$ cat src/rtl/pwr_mode_pkg.sv
package pwr_mode_pkg;

  typedef enum logic [1:0] {
    ST_WARM  = 2'd0,
    ST_RUN   = 2'd1,
    ST_IDLE  = 2'd2,
    ST_SLEEP = 2'd3
  } pwr_state_e;

  localparam logic [1:0] EXIT_NONE  = 2'd0;
  localparam logic [1:0] EXIT_IDLE  = 2'd1;
  localparam logic [1:0] EXIT_SLEEP = 2'd2;

  typedef struct packed {
    logic cpu;
    logic per;
    logic osc;
    logic irc;
    logic flash;
  } clk_ctl_t;

  function automatic clk_ctl_t state_enables(pwr_state_e s);
    clk_ctl_t c;
    c = '{cpu: 1'b0, per: 1'b0, osc: 1'b1, irc: 1'b1, flash: 1'b1};
    case (s)
      ST_RUN:   begin c.cpu = 1'b1; c.per = 1'b1; end
      ST_IDLE:  begin c.per = 1'b1; end
      ST_SLEEP: begin c.osc = 1'b0; c.irc = 1'b0; end
      default:  ;
    endcase
    return c;
  endfunction

endpackage

$ cat src/rtl/pwr_wake_timer.sv
module pwr_wake_timer #(
  parameter int unsigned WAKE_CYCLES = 4096,
  localparam int unsigned CW = $clog2(WAKE_CYCLES + 1)
) (
  input  logic clk,
  input  logic rst,
  input  logic restart,
  input  logic count_en,
  input  logic tick,
  output logic done
);

  logic [CW-1:0] cnt_q;

  assign done = (cnt_q == CW'(WAKE_CYCLES));

  always_ff @(posedge clk) begin
    if (rst || restart) begin
      cnt_q <= '0;
    end else if (count_en && tick && !done) begin
      cnt_q <= cnt_q + 1'b1;
    end
  end

endmodule

$ cat src/rtl/pwr_pll_ctl.sv
module pwr_pll_ctl (
  input  logic clk,
  input  logic rst,
  input  logic force_off,
  input  logic cfg_ok,
  input  logic cfg_en,
  input  logic cfg_conn,
  output logic pll_en,
  output logic pll_conn,
  output logic div_rst
);

  always_ff @(posedge clk) begin
    if (rst) begin
      pll_en   <= 1'b0;
      pll_conn <= 1'b0;
      div_rst  <= 1'b0;
    end else begin
      div_rst <= force_off;
      if (force_off) begin
        pll_en   <= 1'b0;
        pll_conn <= 1'b0;
      end else if (cfg_ok) begin
        pll_en   <= cfg_en;
        pll_conn <= cfg_conn & cfg_en;
      end
    end
  end

endmodule

$ cat src/rtl/pwr_exit_status.sv
module pwr_exit_status
  import pwr_mode_pkg::*;
(
  input  logic       clk,
  input  logic       rst,
  input  logic       left_idle,
  input  logic       left_sleep,
  input  logic       rd,
  output logic [1:0] code
);

  always_ff @(posedge clk) begin
    if (rst) begin
      code <= EXIT_NONE;
    end else if (left_sleep) begin
      code <= EXIT_SLEEP;
    end else if (left_idle) begin
      code <= EXIT_IDLE;
    end else if (rd) begin
      code <= EXIT_NONE;
    end
  end

endmodule

$ cat src/rtl/pwr_mode_seq.sv
module pwr_mode_seq
  import pwr_mode_pkg::*;
#(
  parameter int unsigned N_WAKE      = 4,
  parameter int unsigned WAKE_CYCLES = 4096
) (
  input  logic              clk,
  input  logic              rst,
  input  logic              osc_tick,
  input  logic              req_idle,
  input  logic              req_sleep,
  input  logic              irq_any,
  input  logic [N_WAKE-1:0] wake_irq,
  input  logic              cfg_wr,
  input  logic              cfg_pll_en,
  input  logic              cfg_pll_conn,
  input  logic              stat_rd,
  output logic              cpu_clk_en,
  output logic              per_clk_en,
  output logic              osc_en,
  output logic              irc_out_en,
  output logic              flash_en,
  output logic              pll_en,
  output logic              pll_conn,
  output logic              div_rst,
  output logic [1:0]        exit_code
);

  pwr_state_e state_q, state_d;
  clk_ctl_t   ena_q, ena_d;
  logic       timer_done;
  logic       wake_any;
  logic       enter_sleep;
  logic       left_idle;
  logic       left_sleep;

  assign wake_any = |wake_irq;

  always_comb begin
    state_d     = state_q;
    enter_sleep = 1'b0;
    left_idle   = 1'b0;
    left_sleep  = 1'b0;
    case (state_q)
      ST_WARM: begin
        if (timer_done) state_d = ST_RUN;
      end
      ST_RUN: begin
        if (req_sleep) begin
          state_d     = ST_SLEEP;
          enter_sleep = 1'b1;
        end else if (req_idle) begin
          state_d = ST_IDLE;
        end
      end
      ST_IDLE: begin
        if (irq_any || wake_any) begin
          state_d   = ST_RUN;
          left_idle = 1'b1;
        end
      end
      ST_SLEEP: begin
        if (wake_any) begin
          state_d    = ST_WARM;
          left_sleep = 1'b1;
        end
      end
      default: state_d = ST_WARM;
    endcase
  end

  assign ena_d = state_enables(state_d);

  always_ff @(posedge clk) begin
    if (rst) begin
      state_q <= ST_WARM;
      ena_q   <= state_enables(ST_WARM);
    end else begin
      state_q <= state_d;
      ena_q   <= ena_d;
    end
  end

  assign cpu_clk_en = ena_q.cpu;
  assign per_clk_en = ena_q.per;
  assign osc_en     = ena_q.osc;
  assign irc_out_en = ena_q.irc;
  assign flash_en   = ena_q.flash;

  pwr_wake_timer #(.WAKE_CYCLES(WAKE_CYCLES)) u_timer (
    .clk      (clk),
    .rst      (rst),
    .restart  (enter_sleep),
    .count_en (state_q == ST_WARM),
    .tick     (osc_tick),
    .done     (timer_done)
  );

  pwr_pll_ctl u_pll (
    .clk       (clk),
    .rst       (rst),
    .force_off (enter_sleep),
    .cfg_ok    (cfg_wr && (state_q == ST_RUN)),
    .cfg_en    (cfg_pll_en),
    .cfg_conn  (cfg_pll_conn),
    .pll_en    (pll_en),
    .pll_conn  (pll_conn),
    .div_rst   (div_rst)
  );

  pwr_exit_status u_status (
    .clk        (clk),
    .rst        (rst),
    .left_idle  (left_idle),
    .left_sleep (left_sleep),
    .rd         (stat_rd),
    .code       (exit_code)
  );

endmodule

$ cat config.mk
export PLATFORM = sky130hd
export DESIGN_NAME = pwr_mode_seq
export DESIGN_NICKNAME = d
export VERILOG_FILES = /design/src/rtl/pwr_mode_pkg.sv /design/src/rtl/pwr_wake_timer.sv /design/src/rtl/pwr_pll_ctl.sv /design/src/rtl/pwr_exit_status.sv /design/src/rtl/pwr_mode_seq.sv
export SDC_FILE = /design/constraint.sdc
export NUM_CORES = 1
export LEC_CHECK = 0
export BUFFER_PORTS_ARGS = -buffer_cell sky130_fd_sc_hd__buf_2
export CORE_UTILIZATION = 47
export DETAILED_ROUTE_END_ITERATION = 8
export GPL_ROUTABILITY_DRIVEN = 0
export PLACE_DENSITY = 0.74
export SLEW_MARGIN = 20
export SYNTH_ARGS = -nofsm -noshare
export SYNTH_HDL_FRONTEND = slang
export SYNTH_SLANG_ARGS = --single-unit
$ cat constraint.sdc
create_clock -name clk -period 1.7 [get_ports clk]
set_input_delay 0.17 -clock clk [delete_from_list [all_inputs] [get_ports clk]]
set_output_delay 0.17 -clock clk [all_outputs]
set_load 0.05 [all_outputs]
Word-level counts from Yosys, hierarchy flattened
Cells that the tools add are included.
W data, S select, Z words.

cells by class
  bitwise logic cells = 1
  reductions and logical operators = 13
  add/subtract/negate cells = 1
  multiplexer cells = 18
  equal/unequal tests = 7

operator list
  cell                     number
  $mux W2                  9
  $add A13 B1 Y13 const B  1
  $eq A13 B13 Y1 const B   1
  $eq A2 B2 Y1 const B     4
  $mux W1                  8
  $pmux W2 S4              1
  $reduce_or A2 Y1         3
  $eq A2 B1 Y1 const B     2
  $reduce_or A4 Y1         1
  $logic_and A1 B1 Y1      3
  $reduce_bool A3 Y1       1
  $logic_not A2 Y1         1
  $logic_or A1 B1 Y1       2
  $reduce_bool A2 Y1       1
  $and A1 B1 Y1            1
  $logic_not A1 Y1         1

word-level totals
  input bits = 14
  bits in registers = 25
  logic and storage cells = 52
  output and inout bits = 10

Depth between registers and ports, before layout
  depth after elaboration = 7
  depth in mapped cells = 8
  mapped depth without buffers = 8

Modules after synthesis
From an unflattened synthesis, not the netlist that was laid out.

unflattened totals
  cell total of the unflattened synthesis = 137
  area total of the unflattened synthesis = 1162.4 um2

modules (own cells, without submodules)
  module           sequential area each (um2)  area each (um2)  cells an instance  times used
  pwr_wake_timer   260.2                       674.4            83                 1
  pwr_mode_seq     100.1                       307.8            37                 1
  pwr_pll_ctl      60.1                        105.1            9                  1
  pwr_exit_status  40.0                        75.1             8                  1

Worst setup path before layout
Ideal clock, no wire load.

  path kind = input port to flip-flop
  from = in wake_irq[1]
  to = reg ena_q, in the netlist per_clk_en
  buffers on the path = 1
  path slack = -155 ps
  arrival = 1730 ps
  stages on the path = 7
  required time = 1575 ps
  path through = or4_1 -> buf_2 -> or3_1 -> a21boi_2 -> inv_1 -> ha_1 -> nor2b_1

RTL lines
  item                  line                RTL
  from (decl)           pwr_mode_seq.sv:13  input logic [N_WAKE-1:0] wake_irq,
  to (signal assigned)  pwr_mode_seq.sv:77  ena_q <= state_enables(ST_WARM);
  to (signal assigned)  pwr_mode_seq.sv:80  ena_q <= ena_d;
  to (decl)             pwr_mode_seq.sv:30  clk_ctl_t ena_q, ena_d;

Worst setup path after layout
  from = reg state_q[0]
  to = reg u_timer.cnt_q[1]

on the way
  longest elaborated chain between the ends = 3
  elaborated cells between the ends (all ways) = 6
  those cells by class = 1 x eq/ne; 1 x mux; 4 x reduce/logical

ends and longest elaborated chain
  item                                                       line                                        RTL
  from (decl)                                                pwr_mode_seq.sv:29                          pwr_state_e state_q, state_d;
  from (signal assigned)                                     pwr_mode_seq.sv:79                          state_q <= state_d;
  $eq A2 B1 Y1 or $logic_not A2 Y1 (tied branches)           pwr_mode_seq.sv:44, pwr_mode_seq.sv:94
  $mux W1 or $logic_and A1 B1 Y1 (tied branches)             pwr_mode_seq.sv:44, pwr_wake_timer.sv:20
  $logic_or A1 B1 Y1 or $logic_and A1 B1 Y1 (tied branches)  pwr_wake_timer.sv:18, pwr_wake_timer.sv:20
  to (signal assigned)                                       pwr_wake_timer.sv:21                        cnt_q <= cnt_q + 1'b1;
  to (decl)                                                  pwr_wake_timer.sv:13                        logic [CW-1:0] cnt_q;

Several ways; a longest one is shown, not always the timed one.
A chain may end at the register's enable or synchronous reset.

==> results.json <==
{
  "synth-seq-cells": 23,
  "fmax_mhz": 632.7,
  "cts_inserted_buffers": 3,
  "status": "finished, final reports clean",
  "clock-root-buffer": "clkbuf_4",
  "holdWs_ps": 117.1,
  "irDropWorstVdd_v": 0.0005210,
  "drive_gt1_share_pct": 27.39,
  "worstReg2RegEnd": "u_timer.cnt_q[1]$_SDFFE_PP0P_",
  "endpoint_kind": "flip-flop",
  "core_mm2": 0.002062,
  "die_y_um": 49.93,
  "grt_pass1_vias": 940,
  "rsz0062_at_grt": "false",
  "dr.pass1.iters": 4,
  "maxSlewViolCount": 0,
  "io_pins": 24,
  "track_usage_pct": 19.44,
  "cts_tree": "done",
  "antenna_found_initial": 0,
  "ctsLongestPathBuffers": 2,
  "seq_area_frac_synth_pct": 42.64,
  "netlist_area_mm2": 0.001080,
  "worst_skew_pair.late_latency_ps": 310,
  "clock-sinks": 23,
  "period_needed_ps": 1580,
  "cts.clk_slew.worst_paths_ps": 130,
  "holdPathEnd": "u_pll.div_rst$_SDFF_PP0_",
  "rows": 16,
  "dp_hpwl_um": 1657,
  "post_cts_buffers": 0,
  "diodes": 0,
  "crit_arrival_ps": 1800,
  "power_density_mw_per_mm2": 674.6,
  "overflow": 0,
  "skew_ps": 4.844,
  "hp-start": "req_sleep",
  "ys_warn_count": 0,
  "final_common_cell": "dfxtp_1",
  "finalHoldViolCount": 0,
  "fp.dieArea_mm2": 0.002493,
  "area_growth_pct": 20.63,
  "drt-total-wl_um": 2132,
  "grt_pass1_wl_um": 3732,
  "port_buffers": 22,
  "die_w_um": 49.93,
  "fin_crit_sh_pct": 92.97,
  "hold_depth": 3,
  "initial_core_util_pct": 52.37,
  "ys_types": 32,
  "syn_area_per_cell_um2": 8.502,
  "nets": 175,
  "ant_nets": 0,
  "synthCells": 127,
  "critPathLaunchType": "flip-flop",
  "p_leak_nw": 0.5144,
  "drt_iter0_drc": 23,
  "crit_type": "reg -> reg",
  "h-tree-depth": 1,
  "final_cell_mix": "dfxtp_1 (23), buf_2 (22), nor2_1 (20)",
  "vias": 958,
  "grt_max_degree": 16,
  "r2r-start": "state_q[0]$_SDFF_PP0_",
  "path_max_fanout": 9,
  "wl_per_cell_um": 11.59,
  "min_path_type": "in -> reg",
  "drc_errors": 0,
  "synth_fp_nets": 144,
  "fin_setup_tns_ps": 0,
  "cap_violations": 0,
  "routed_via_density": 5.207,
  "ff2ff_path_depth": 4,
  "required_ps": 1920,
  "regToRegSetupSlack_ps": 120,
  "setup_violations": 0
}
-- stage by stage --
stage	power, mW	cell area, um2	instances	setup slack [ps]	util [%]
floorplan	0.6032	1080	127	-154.8	-
global placement	0.6331	1262	180	-127.5	61.23
detailed placement	0.6383	1262	180	-157.8	61.23
CTS	0.8867	1303	184	103.6	63.17
global route	0.9181	1303	184	18.06	63.17
finish	0.8787	1303	184	119.6	63.17
-- synth_stat cells --
library cell / n / area share (%)
and2_1: 1 / 0.58
nand4bb_1: 1 / 1.0
or4_1: 1 / 0.70
clkbuf_1: 2 / 0.70
xnor2_1: 11 / 8.9
a21boi_2: 1 / 1.0
buf_2: 2 / 0.93
nand2b_1: 2 / 1.2
nor4b_1: 2 / 1.6
or2_2: 1 / 0.58
conb_1: 1 / 0.35
nor2_1: 20 / 7.0
nor3_1: 6 / 2.8
nand3b_1: 1 / 0.70
or3b_2: 1 / 0.81
mux2i_1: 1 / 0.93
nor4_1: 5 / 2.9
ha_1: 3 / 3.5
nor2b_1: 4 / 2.3
o21ai_0: 2 / 0.93
buf_6: 1 / 1.0
a32o_1: 1 / 0.93
or3_1: 2 / 1.2
a221oi_2: 1 / 1.4
nand2_1: 12 / 4.2
nand3_1: 4 / 1.9
inv_1: 4 / 1.4
nand4_1: 3 / 1.7
buf_4: 2 / 1.4
a31oi_1: 1 / 0.58
a21oi_1: 5 / 2.3
dfxtp_1: 23 / 43
-- cell type report --
cell class                      count  area [um2]
Multi-Input combinational cell     93       573.1
Clock inverter                      1       5.005
Inverter                            4       15.01
Fill cell                         190       759.5
Sequential cell                    23       460.4
Timing Repair Buffer               33       192.7
Tap cell                           27       33.78
Clock buffer                        3       22.52
-- per-layer routing --
metal	vias up	wire [um]	track usage (%)
met4	0	0	1.429
li1	493	-	-
met1	440	999	22.54
met5	-	0	0
met3	0	90	6.790
met2	25	1043	35.36
-- kinds of logic after synthesis --
| logic type | after synthesis | synth area share (%) |
|---|---|---|
| simple gates | 66 | 31.06 |
| mux | 1 | 0.9270 |
| other cells | 1 | 0.3473 |
| fa+ha+maj | 3 | 3.477 |
| xor+xnor | 11 | 8.922 |
| buf+inv | 11 | 5.446 |
| flops | 23 | 42.64 |
| compound gates | 11 | 7.184 |
-- worst max-delay path, cell delays in order, from the launching register on --
cell     delay (ps)
dfxtp_1         390
or3b_2          480
a31oi_1         340
mux2i_1         230
nor2_1           50
-- where the power goes --
| part | total [mW] | internal, mW | switching [mW] |
|---|---|---|---|
| registers | 0.547 | 0.544 | 0.00266 |
| clock network | 0.251 | 0.0878 | 0.163 |
| logic | 0.0810 | 0.0371 | 0.0438 |
| total | 0.879 | 0.669 | 0.209 |
-- state kept, by name, indices dropped and copies added, names as in the netlist --
register	flops
u_pll.div_rst	1
u_status.code	2
u_pll.pll_conn	1
state_q	2
cpu_clk_en	1
u_pll.pll_en	1
u_timer.cnt_q	13
osc_en	1
per_clk_en	1
-- timing repair --
| item | in CTS | in global routing |
|---|---|---|
| setup endpoints to repair | 1 | 0 |
| resized for setup | 2 | 0 |
| hold buffers | 0 | 0 |
-- worst max-delay path by stage --
stage / from / end / cells past startpoint
floorplan: wake_irq[1] / per_clk_en$_SDFF_PP0_ / 7
global placement: wake_irq[1] / per_clk_en$_SDFF_PP0_ / 7
detailed placement: wake_irq[1] / per_clk_en$_SDFF_PP0_ / 7
CTS: u_timer.cnt_q[1]$_SDFFE_PP0P_ / per_clk_en$_SDFF_PP0_ / 8
global route: u_timer.cnt_q[0]$_SDFFE_PP0P_ / per_clk_en$_SDFF_PP0_ / 8
finish: state_q[0]$_SDFF_PP0_ / u_timer.cnt_q[1]$_SDFFE_PP0P_ / 4
No activity file was read; power rests on OpenSTA's default activity.
